File: src/rtl/creg_pkg.sv
package creg_pkg;

    typedef enum logic [1:0] {
        SZ_1 = 2'd0,
        SZ_2 = 2'd1,
        SZ_4 = 2'd2,
        SZ_8 = 2'd3
    } size_e;

    typedef enum logic [3:0] {
        RID_NONE, RID_CHANCNT, RID_XFERCAP, RID_INTCTRL, RID_ATTN,
        RID_CTRL, RID_CMD, RID_ERR, RID_CHAIN, RID_CHAIN_HI,
        RID_CMPL, RID_CMPL_HI, RID_STATUS
    } rid_e;

    localparam int WIN_BITS = 7;

    // global window offsets
    localparam logic [6:0] GO_CHANCNT = 7'h00;
    localparam logic [6:0] GO_XFERCAP = 7'h01;
    localparam logic [6:0] GO_INTCTRL = 7'h02;
    localparam logic [6:0] GO_ATTN    = 7'h04;

    // channel window offsets
    localparam logic [6:0] CO_CTRL    = 7'h00;
    localparam logic [6:0] CO_CMD     = 7'h02;
    localparam logic [6:0] CO_ERR     = 7'h04;
    localparam logic [6:0] CO_CHAIN   = 7'h08;
    localparam logic [6:0] CO_CHAINHI = 7'h0C;
    localparam logic [6:0] CO_CMPL    = 7'h10;
    localparam logic [6:0] CO_CMPLHI  = 7'h14;
    localparam logic [6:0] CO_STATUS  = 7'h18;

    localparam int CTRL_INTDIS_BIT = 0;
    localparam int CTRL_INUSE_BIT  = 8;
    localparam logic [15:0] CTRL_RESET = 16'h0001;

    function automatic logic size_ok(rid_e r, size_e s);
        unique case (r)
            RID_CHANCNT, RID_XFERCAP, RID_INTCTRL, RID_CMD: return s == SZ_1;
            RID_CTRL:                                        return s == SZ_2;
            RID_ATTN, RID_ERR, RID_CHAIN_HI, RID_CMPL_HI:    return s == SZ_4;
            RID_STATUS:                                      return s == SZ_8;
            RID_CHAIN, RID_CMPL:                             return (s == SZ_4) || (s == SZ_8);
            default:                                         return 1'b0;
        endcase
    endfunction

    // 64-bit pointer update: whole, low half or high half
    function automatic logic [63:0] ptr_update(logic [63:0] old, logic [63:0] wd,
                                               logic hi, logic full);
        if (full)    return wd;
        else if (hi) return {wd[31:0], old[31:0]};
        else         return {old[63:32], wd[31:0]};
    endfunction

endpackage

File: src/rtl/creg_decode.sv
module creg_decode
    import creg_pkg::*;
#(
    parameter int ADDR_W = 16,
    parameter int NCHAN  = 4,
    parameter int CH_W   = 2
) (
    input  logic [ADDR_W-1:0] addr,
    input  size_e             size,
    output rid_e              rid,
    output logic [CH_W-1:0]   chan,
    output logic              bad
);
    localparam int WIN_W = ADDR_W - WIN_BITS;
    localparam logic [WIN_W-1:0] NCHAN_W = WIN_W'(NCHAN);

    logic [WIN_W-1:0] window;
    logic [WIN_W-1:0] win_m1;
    logic [6:0]       offset;
    logic             is_global;
    logic             chan_in_range;

    assign window        = addr[ADDR_W-1:WIN_BITS];
    assign offset        = addr[WIN_BITS-1:0];
    assign is_global     = (window == '0);
    assign chan_in_range = !is_global && (window <= NCHAN_W);
    assign win_m1        = window - WIN_W'(1);
    assign chan          = win_m1[CH_W-1:0];

    always_comb begin
        rid = RID_NONE;
        if (is_global) begin
            case (offset)
                GO_CHANCNT: rid = RID_CHANCNT;
                GO_XFERCAP: rid = RID_XFERCAP;
                GO_INTCTRL: rid = RID_INTCTRL;
                GO_ATTN:    rid = RID_ATTN;
                default:    rid = RID_NONE;
            endcase
        end else if (chan_in_range) begin
            case (offset)
                CO_CTRL:    rid = RID_CTRL;
                CO_CMD:     rid = RID_CMD;
                CO_ERR:     rid = RID_ERR;
                CO_CHAIN:   rid = RID_CHAIN;
                CO_CHAINHI: rid = RID_CHAIN_HI;
                CO_CMPL:    rid = RID_CMPL;
                CO_CMPLHI:  rid = RID_CMPL_HI;
                CO_STATUS:  rid = RID_STATUS;
                default:    rid = RID_NONE;
            endcase
        end
    end

    assign bad = (rid == RID_NONE) || !size_ok(rid, size);

endmodule

File: src/rtl/creg_chan.sv
module creg_chan
    import creg_pkg::*;
(
    input  logic        clk,
    input  logic        rst_n,
    input  logic        hit,
    input  logic        wr,
    input  rid_e        rid,
    input  size_e       size,
    input  logic [63:0] wdata,
    input  logic        eset,
    input  logic [31:0] ebits,
    output logic [15:0] ctrl_q,
    output logic [63:0] chain_q,
    output logic [63:0] cmpl_q,
    output logic [31:0] err_q
);
    logic        err_clr;
    logic [31:0] err_kept;

    assign err_clr  = hit && wr && (rid == RID_ERR);
    assign err_kept = err_clr ? (err_q & ~wdata[31:0]) : err_q;

    always_ff @(posedge clk) begin
        if (!rst_n) begin
            ctrl_q  <= CTRL_RESET;
            chain_q <= '0;
            cmpl_q  <= '0;
            err_q   <= '0;
        end else begin
            err_q <= err_kept | (eset ? ebits : 32'd0);
            if (hit) begin
                case (rid)
                    RID_CTRL: begin
                        if (wr)
                            ctrl_q <= {wdata[15:1],
                                       wdata[CTRL_INTDIS_BIT] ? 1'b0 : ctrl_q[CTRL_INTDIS_BIT]};
                        else
                            ctrl_q[CTRL_INUSE_BIT] <= 1'b1;
                    end
                    RID_CHAIN:    if (wr) chain_q <= ptr_update(chain_q, wdata, 1'b0, size == SZ_8);
                    RID_CHAIN_HI: if (wr) chain_q <= ptr_update(chain_q, wdata, 1'b1, 1'b0);
                    RID_CMPL:     if (wr) cmpl_q  <= ptr_update(cmpl_q, wdata, 1'b0, size == SZ_8);
                    RID_CMPL_HI:  if (wr) cmpl_q  <= ptr_update(cmpl_q, wdata, 1'b1, 1'b0);
                    default: ;
                endcase
            end
        end
    end

    AST_INUSE_ON_READ: assert property (@(posedge clk) disable iff (!rst_n)
        (hit && !wr && rid == RID_CTRL) |=> ctrl_q[CTRL_INUSE_BIT]);

    AST_HIGH_WRITE_KEEPS_LOW: assert property (@(posedge clk) disable iff (!rst_n)
        (hit && wr && rid == RID_CHAIN_HI) |=> chain_q[31:0] == $past(chain_q[31:0]));

    AST_ERR_W1C: assert property (@(posedge clk) disable iff (!rst_n)
        (hit && wr && rid == RID_ERR && !eset) |=> (err_q & $past(wdata[31:0])) == 32'd0);

endmodule

File: src/rtl/copy_regfile.sv
module copy_regfile
    import creg_pkg::*;
#(
    parameter int NCHAN    = 4,
    parameter int MAX_XFER = 4096,
    parameter int ADDR_W   = 16,
    localparam int CH_W    = (NCHAN > 1) ? $clog2(NCHAN) : 1
) (
    input  logic              clk,
    input  logic              rst_n,
    input  logic              req_valid,
    output logic              req_ready,
    input  logic              req_write,
    input  logic [ADDR_W-1:0] req_addr,
    input  logic [1:0]        req_size,
    input  logic [63:0]       req_wdata,
    output logic              rsp_valid,
    input  logic              rsp_ready,
    output logic [63:0]       rsp_rdata,
    output logic              rsp_err,
    output logic [NCHAN-1:0]  cmd_strobe,
    output logic [7:0]        cmd_data,
    input  logic [31:0]       attn_set,
    input  logic              err_set_valid,
    input  logic [CH_W-1:0]   err_set_chan,
    input  logic [31:0]       err_set_bits,
    input  logic [NCHAN-1:0]  chan_busy
);
    localparam int XCAP_IDX = $clog2(MAX_XFER + 1) - 1;

    typedef enum logic {S_IDLE, S_RESP} st_e;
    st_e st_q, st_d;

    size_e            sz;
    rid_e             rid;
    logic [CH_W-1:0]  ch;
    logic             bad, accept, acc_ok;
    logic             me_q;
    logic [31:0]      attn_q;
    logic [63:0]      rd_val;

    logic [15:0] ctrl_a  [NCHAN];
    logic [63:0] chain_a [NCHAN];
    logic [63:0] cmpl_a  [NCHAN];
    logic [31:0] err_a   [NCHAN];

    assign sz = size_e'(req_size);

    creg_decode #(.ADDR_W(ADDR_W), .NCHAN(NCHAN), .CH_W(CH_W)) u_decode (
        .addr(req_addr), .size(sz), .rid(rid), .chan(ch), .bad(bad)
    );

    // state register
    always_ff @(posedge clk) begin
        if (!rst_n) st_q <= S_IDLE;
        else        st_q <= st_d;
    end

    // next state: ACCEPT and RELEASE transitions
    always_comb begin
        st_d = st_q;
        unique case (st_q)
            S_IDLE: if (accept)    st_d = S_RESP;
            S_RESP: if (rsp_ready) st_d = S_IDLE;
        endcase
    end

    assign req_ready = (st_q == S_IDLE);
    assign rsp_valid = (st_q == S_RESP);
    assign accept    = req_valid && req_ready;
    assign acc_ok    = accept && !bad;

    // read data mux
    always_comb begin
        rd_val = '0;
        case (rid)
            RID_CHANCNT:  rd_val = 64'(NCHAN);
            RID_XFERCAP:  rd_val = 64'(XCAP_IDX);
            RID_INTCTRL:  rd_val = {63'd0, me_q};
            RID_ATTN:     rd_val = {32'd0, attn_q};
            RID_CTRL:     rd_val = {48'd0, ctrl_a[ch]};
            RID_ERR:      rd_val = {32'd0, err_a[ch]};
            RID_CHAIN:    rd_val = (sz == SZ_8) ? chain_a[ch] : {32'd0, chain_a[ch][31:0]};
            RID_CHAIN_HI: rd_val = {32'd0, chain_a[ch][63:32]};
            RID_CMPL:     rd_val = (sz == SZ_8) ? cmpl_a[ch] : {32'd0, cmpl_a[ch][31:0]};
            RID_CMPL_HI:  rd_val = {32'd0, cmpl_a[ch][63:32]};
            RID_STATUS:   rd_val = {63'd0, !chan_busy[ch]};
            default:      rd_val = '0;
        endcase
    end

    // response and strobe outputs
    always_ff @(posedge clk) begin
        if (!rst_n) begin
            rsp_rdata  <= '0;
            rsp_err    <= 1'b0;
            cmd_strobe <= '0;
            cmd_data   <= '0;
        end else begin
            cmd_strobe <= '0;
            if (accept) begin
                rsp_err   <= bad;
                rsp_rdata <= (bad || req_write) ? 64'd0 : rd_val;
                if (acc_ok && req_write && rid == RID_CMD) begin
                    cmd_strobe <= NCHAN'(1) << ch;
                    cmd_data   <= req_wdata[7:0];
                end
            end
        end
    end

    // global registers
    always_ff @(posedge clk) begin
        if (!rst_n) begin
            me_q   <= 1'b0;
            attn_q <= '0;
        end else begin
            attn_q <= ((acc_ok && !req_write && rid == RID_ATTN) ? 32'd0 : attn_q) | attn_set;
            if (acc_ok && rid == RID_INTCTRL)
                me_q <= req_write ? req_wdata[0] : 1'b0;
        end
    end

    for (genvar c = 0; c < NCHAN; c++) begin : g_chan
        creg_chan u_chan (
            .clk(clk), .rst_n(rst_n),
            .hit(acc_ok && ch == CH_W'(c)),
            .wr(req_write), .rid(rid), .size(sz), .wdata(req_wdata),
            .eset(err_set_valid && err_set_chan == CH_W'(c)),
            .ebits(err_set_bits),
            .ctrl_q(ctrl_a[c]), .chain_q(chain_a[c]),
            .cmpl_q(cmpl_a[c]), .err_q(err_a[c])
        );
    end

    AST_BAD_NO_EFFECT: assert property (@(posedge clk) disable iff (!rst_n)
        (accept && bad) |=> (rsp_err && cmd_strobe == '0 && rsp_rdata == 64'd0));

    AST_ATTN_CLEARED: assert property (@(posedge clk) disable iff (!rst_n)
        (acc_ok && !req_write && rid == RID_ATTN && attn_set == 32'd0) |=> attn_q == 32'd0);

    AST_ME_DROPS: assert property (@(posedge clk) disable iff (!rst_n)
        (acc_ok && !req_write && rid == RID_INTCTRL) |=> !me_q);

    AST_CMD_ONEHOT: assert property (@(posedge clk) disable iff (!rst_n)
        $onehot0(cmd_strobe));

    AST_CMD_PULSE: assert property (@(posedge clk) disable iff (!rst_n)
        (cmd_strobe != '0) |=> (cmd_strobe == '0));

    AST_RSP_HELD: assert property (@(posedge clk) disable iff (!rst_n)
        (rsp_valid && !rsp_ready) |=> (rsp_valid && $stable(rsp_rdata) && $stable(rsp_err)));

    AST_NO_READY_IN_RESP: assert property (@(posedge clk) disable iff (!rst_n)
        rsp_valid |-> !req_ready);

endmodule

File: config.mk
export PLATFORM = sky130hd
export DESIGN_NAME = copy_regfile
export DESIGN_NICKNAME = d
export VERILOG_FILES = /design/src/rtl/creg_pkg.sv /design/src/rtl/creg_decode.sv /design/src/rtl/creg_chan.sv /design/src/rtl/copy_regfile.sv
export SDC_FILE = /design/constraint.sdc
export NUM_CORES = 2
export LEC_CHECK = 0
export ABC_AREA = 1
export BUFFER_PORTS_ARGS = -buffer_cell sky130_fd_sc_hd__buf_2
export CORE_ASPECT_RATIO = 0.9
export CORE_MARGIN = 3
export CORE_UTILIZATION = 45
export DETAILED_ROUTE_END_ITERATION = 10
export HOLD_SLACK_MARGIN = 0.02
export PLACE_DENSITY = 0.72
export SLEW_MARGIN = 20
export SYNTH_ARGS = -nofsm -noshare
export SYNTH_HDL_FRONTEND = slang
export SYNTH_SLANG_ARGS = --single-unit
File: constraint.sdc
create_clock -name clk -period 6.1 [get_ports clk]
set_input_delay 0.305 -clock clk [delete_from_list [all_inputs] [get_ports clk]]
set_output_delay 0.305 -clock clk [all_outputs]
set_load 0.005 [all_outputs]
Yosys cells after proc, flatten, opt, wreduce, memory -nomap -nowiden --
Memory sizes are Yosys's and may differ from the RTL's. Index checks and enable logic that the tools add are counted.
Word-level totals: register bits 815, memory bits (read-only) 128, bits of input ports 158, output and inout bits 79, logic and storage cells 205, memories kept 1
Operators by class: add/subtract/negate cells 1, $lt $le $gt $ge 3, equal/unequal tests 30, shifts and indexed selects 1, muxes and demuxes 42, bitwise operators 14, reduce and logical (&&, ||, !) cells 74
Memory list:
- (name not given) | words 32, bits a word 4, rd ports 1, clocked after memory_dff 0, wr ports 0, line creg_decode.sv:41 | case (offset)
Operators with widths (count):
- $pmux 64 s11 | 1
- $mux 64 | 10
- $mux 32 | 11
- $bmux 64 s2 | 2
- $pmux 64 s2 | 2
- $or 32x32->32 | 5
- $and 32x32->32 | 4
- $bmux 32 s2 | 1
- $reduce_and 4->1 | 12
- $reduce_and 5->1 | 8
- $bmux 16 s2 | 1
- $mux 16 | 2
- $not 32->32 | 1
- $logic_and 1x1->1 | 24
- $eq 4x4->1 const B | 5
- $eq 4x3->1 const B | 4
- $reduce_and 3->1 | 5
- $eq 2x2->1 const B | 6
- $mux 4 | 3
- $ne 2x2->1 const B | 6
- $pmux 3 s4 | 1
- $reduce_and 2->1 | 5
- $le 9x3->1 const B | 1
- $logic_not 9->1 | 1
- 24 further kinds | 44

Longest topological paths before layout --
word-level depth 17, mapped depth 28, gate-level depth less buffers 23

Cells and area by module --
Synthesis repeated with hierarchy kept, for this count alone.
Unflattened totals: cells, all modules 8029, area, all modules 45309.7 µm²
By module, submodules not included:
- creg_chan | times used 4, cells each 1327, area an instance 8080.2 µm², sequential area each 3523.4 µm²
- copy_regfile | times used 1, cells each 2636, area an instance 12585.8 µm², sequential area each 2222.1 µm²
- creg_decode | times used 1, cells each 85, area an instance 402.9 µm², sequential area each 0.0 µm²

Least setup slack after synthesis --
Ideal clock, no wire load.
path kind input to register, start input port req_addr[7], end register g_chan[1].u_chan.chain_q[27], library setup time 113 ps, arrival time 3688 ps, data required time 5987 ps, path slack 2300 ps, cell stages on the path 28, buffers on the path 5, cells stage by stage clkbuf_1 inv_1 clkbuf_1 clkbuf_1 buf_1 ha_1 inv_2 nand2_1 nand2_1 clkinv_1 nand2_1 nor2_4 nand3_4 nand2_8 nand2_4 nor2_4 nor2_1 nand2_1 nand3_4 nand2_8 nand2_4 nor2_4 nand2_2 nor2_4 buf_2 nand2_1 nand2_1 nor2_1
On the way: elaborated cells between the ends (all ways) 33, those cells by class add/sub (1); order compare (1); eq/ne (13); mux (4); bitwise (1); reduce/logical (13)
RTL lines:
- from (decl) | line copy_regfile.sv:14 | input logic [ADDR_W-1:0] req_addr,
- $sub 2x1->2 | line creg_decode.sv:27 | assign win_m1 = window - WIN_W'(1);
- net ch[0] | line copy_regfile.sv:36 | logic [CH_W-1:0] ch;
- $eq 2x1->1 | line copy_regfile.sv:127 | .hit(acc_ok && ch == CH_W'(c)),
- $logic_and 1x1->1 | line copy_regfile.sv:127
- $reduce_and 4->1 (no source line)
- to (signal assigned) | line creg_chan.sv:41 | RID_CHAIN: if (wr) chain_q <= ptr_update(chain_q, wdata, 1'b0, size == SZ_8);
- to (signal assigned) | line creg_chan.sv:42 | RID_CHAIN_HI: if (wr) chain_q <= ptr_update(chain_q, wdata, 1'b1, 1'b0);
- to (decl) | line creg_chan.sv:14 | output logic [63:0] chain_q,
The timed path passes the listed nets, and every way through them passes these cells. A chain may end at the register's enable or synchronous reset.

Worst setup path after layout --
start input port req_addr[7], end register g_chan[3].u_chan.chain_q[12]
On the way: word-level cells in the longest chain between the ends 14, elaborated cells between the ends (all ways) 33, those cells by class add/sub (1); order compare (1); eq/ne (13); mux (4); bitwise (1); reduce/logical (13)
RTL lines (line):
- branches (longest 14 deep; another with $le 9x3->1)
- to (signal assigned) | creg_chan.sv:41
- to (signal assigned) | creg_chan.sv:42
- to (decl) | creg_chan.sv:14
Parallel ways; which one is timed is not known.

==> run_results.csv <==
group,metric,value,unit
detailed_routing,num_vias,39348,
synth,syn_inst,5697,
synth,ys_warn_count,0,
timing,fin_tns_setup,0,ns
timing,fin_skew,0.0374,ns
timing,slew_headroom,26.3,%
finish,area_growth,13.9,%
synth,synth_seq_cells,815,
floorplanning,rows,100,
setup_path,start_kind,"primary input",
timing,hold_violations,0,
setup_path,endpoint_kind,"flop",
clock_tree,cts_buffer_depth,3,
grt,grt_max_degree,192,
detailed_routing,vias_per_cell,5.67,
clock_tree,cts_made_buffers,85,
synth,synth_edf_count,0,
detailed_routing,routed_wl,145,mm
clock_tree,htreeDepth,3,
place,port_buffers,236,
power_and_ir_drop,pwr-share-clk,45.3,%
detailed_routing,drc,0,
setup_path,slowest_delay,0.69,ns
setup_path,crit_required,6.59,ns
power_and_ir_drop,p_seq_share,45.7,%
min_path,hp-class,"in -> reg",
clock_tree,insertion_delay,0.67,ns
timing,grt_setup_unrepaired,"false",
grt,overflow,0,
clock_tree,cts_resized,0,
floorplanning,fp.dieArea,87800,um^2
synth,synth-async-reset-ratio,0,%
setup_path,crit_end,"g_chan[3].u_chan.chain_q[12]",
power_and_ir_drop,netSwitchingPower,3.07,mW
synth,synth_commonest_cells,"nand2_1, dfxtp_1, a21oi_1, nor2_1, o21ai_0",
timing,fmax,0.232,GHz
setup_path,path_cells,"buf_8 > inv_8 > ha_4 > inv_2 > nand2_1 > nand2_1 > clkinv_1 > nand2_1 > nor2_4 > nand3_1 > nand2_1 > nor2_1 > nand2_1 > nand3_1 > nand3_4 > nand2_8 > nand3_2 > nor2_4 > buf_4 > nand2_2 > inv_2 > a21oi_1",
synth,yosysTopAreaCell,"dfxtp_1",
synth,yosysMostFrequentCell,"nand2_1",
power_and_ir_drop,p_int,8.73,mW
setup_path,r2r_cells,10,
timing,period_share,70.6,%
clock_tree,path_clk_slew,0.06,ns
place,dp_cells,6695,
power_and_ir_drop,p_leak,16.4,nW
timing,maxSlewViolCount,0,
power_and_ir_drop,peakVddDrop,230,uV
grt,grt_pass1_wl,214,mm
detailed_routing,wl_per_cell,20.9,um
floorplanning,fp.dieW,312,um
run_status,status,"finished clean",
synth,synth_seq_area_share,43.0,%
place,globalplace.congestion,1.08,
setup_path,cp-startpoint,"req_addr[7]",
clock_tree,cts.sinks,815,
setup_path,path_class,"in -> reg",
synth,synth_ff_type,"dfxtp_1",
setup_path,critPathBufInv,6,
power_and_ir_drop,power_density,273,nW/um^2
power_and_ir_drop,p_comb_share,9.0,%
finish,fin_util,52.0,%
clock_tree,root_buffer,"clkbuf_16",
floorplanning,die_y,281,um
setup_path,worstReg2RegStart,"rsp_valid",
setup_path,cp_top_family,"simple AND/OR/NAND/NOR gates",
detailed_routing,ant_nets,0,
run,cap_viol_max_count,0,
synth,synthTopCellsByArea,"dfxtp_1, nand2_1, a21oi_1",
clock_tree,cts_tree,"built",
clock_tree,postCtsSetupRepairBufs,0,
grt,antenna_found_initial,4,
setup_path,slowest_stage,"inv_2",
finish,drive_gt1_share,8.86,%
setup_path,crit_arrival,4.80,ns
setup_path,rrSetupSlack,2.47,ns
grt,grt_pass1_vias,34261,
floorplanning,core_area,83100,um^2
setup_path,worstReg2RegEnd,"g_chan[3].u_chan.chain_q[12]",
setup_path,crit_fanout,65,
synth,netlist_area,37900,um^2
synth,synth_area_per_cell,6.66,um^2
clock_tree,hold_buffers,90,
synth,syn-num-nets,5859,
timing,period_needed,4.31,ns
finish,fin_cells,6944,
floorplanning,top_level_ports,237,
setup_path,cpMostUsedCell,"nand2_1",
power_and_ir_drop,total_power,11.8,mW
floorplanning,start_util,45.7,%
synth,synth_top_area_share,43.0,%
timing,worst_pin_slew,1.10,ns
synth,synth.distinct_cells,45,
grt,grt_usage,31.3,%
timing,setup_ws,1.79,ns
detailed_routing,dr.pass1.iters,6,
place,dp_hpwl,93.6,mm
power_and_ir_drop,p_sw_share,26.0,%
timing,setup_violations,0,
finish,layout.nets,5913,
detailed_routing,drt_iter0_drc,5657,
place,place_worst_setup_slack,1.28,ns
setup_path,worst-path-stages,22,
-- state kept, by name, summed over array words and instances, names as in the netlist, 4 cells and up --
| name | count |
|---|---|
| g_chan.u_chan.chain_q | 256 |
| g_chan.u_chan.cmpl_q | 256 |
| g_chan.u_chan.err_q | 128 |
| g_chan.u_chan.ctrl_q | 64 |
| rsp_rdata | 64 |
| attn_q | 32 |
| cmd_data | 8 |
| cmd_strobe | 4 |
-- worst min path at each step --
stage                     cells after the start  slack [ns]                           end                          from
after floorplan                               2        0.42  g_chan[1].u_chan.chain_q[32]  g_chan[1].u_chan.chain_q[32]
after global placement                        2        0.43   g_chan[1].u_chan.cmpl_q[40]   g_chan[1].u_chan.cmpl_q[40]
after detailed placement                      2        0.43   g_chan[1].u_chan.cmpl_q[47]   g_chan[1].u_chan.cmpl_q[47]
after CTS                                     4        0.02    g_chan[3].u_chan.err_q[24]                 req_wdata[24]
after global routing                          3        0.06   g_chan[1].u_chan.ctrl_q[10]                 req_wdata[10]
final                                         4        0.05    g_chan[2].u_chan.err_q[24]                 req_wdata[24]
-- stage by stage --
| stage | area (um^2) | hold slack [ns] |
|---|---|---|
| floorplan | 37900 | 0.420 |
| global placement | 39500 | 0.429 |
| detailed placement | 39500 | 0.433 |
| CTS | 43200 | 0.0214 |
| global route | 43200 | 0.0563 |
| finish | 43200 | 0.0489 |
-- worst min-delay path, cell delays in order --
cell and delay (ns):
buf_2 0.16, nand3_1 0.09, nand2_1 0.06, a21oi_1 0.05
-- metal layers --
metal	track usage, %	wire [um]
met1	41.6	58200
met2	46.4	61300
met3	8.40	16700
met4	17.3	8940
met5	0	0
-- power by group through the flow --
stage	sequential (mW)	clock [mW]	combinational [mW]
3_5_place_dp	5.51	0	0.977
4_1_cts	5.39	5.37	1.03
5_1_grt	5.40	5.58	1.14
3_3_place_gp	5.51	0	0.976
2_1_floorplan	5.50	0	0.573
6_report	5.39	5.34	1.07
-- cells in the final DEF (no fill, tap or decap), types with 10 or more instances in the layout --
cell / instances
buf_2: 234
dlygate4sd3_1: 90
nand2_1: 1197
clkbuf_16: 86
o21ai_1: 40
clkbuf_1: 25
buf_4: 63
nor2_1: 706
a22oi_1: 11
a21oi_1: 792
a221oi_1: 21
nor2_4: 11
o22ai_1: 77
dfxtp_1: 815
clkbuf_8: 17
nand2_2: 19
a32oi_1: 17
o21ai_0: 703
nand4_1: 11
nand3_1: 248
inv_1: 507
clkinv_2: 10
inv_2: 20
-- area by class of cell --
type	instances	area, um^2
fill	8164	39900
multi-input combinational	3922	18000
sequential	815	16300
timing repair buffer	394	2680
clock buffer	128	2480
inverter	533	2020
tap	1122	1400
clock inverter	23	335
antenna	7	17.5
-- kinds of logic after synthesis --
family / share of synthesized area, %
AO/OA/AOI/OAI: 23.3
buffers and inverters: 9.81
flip-flops: 43.0
AND/OR/NAND/NOR: 23.7
adder cells (fa/ha/maj): 0.132
Note: power is estimated with default switching activity, not from simulation.
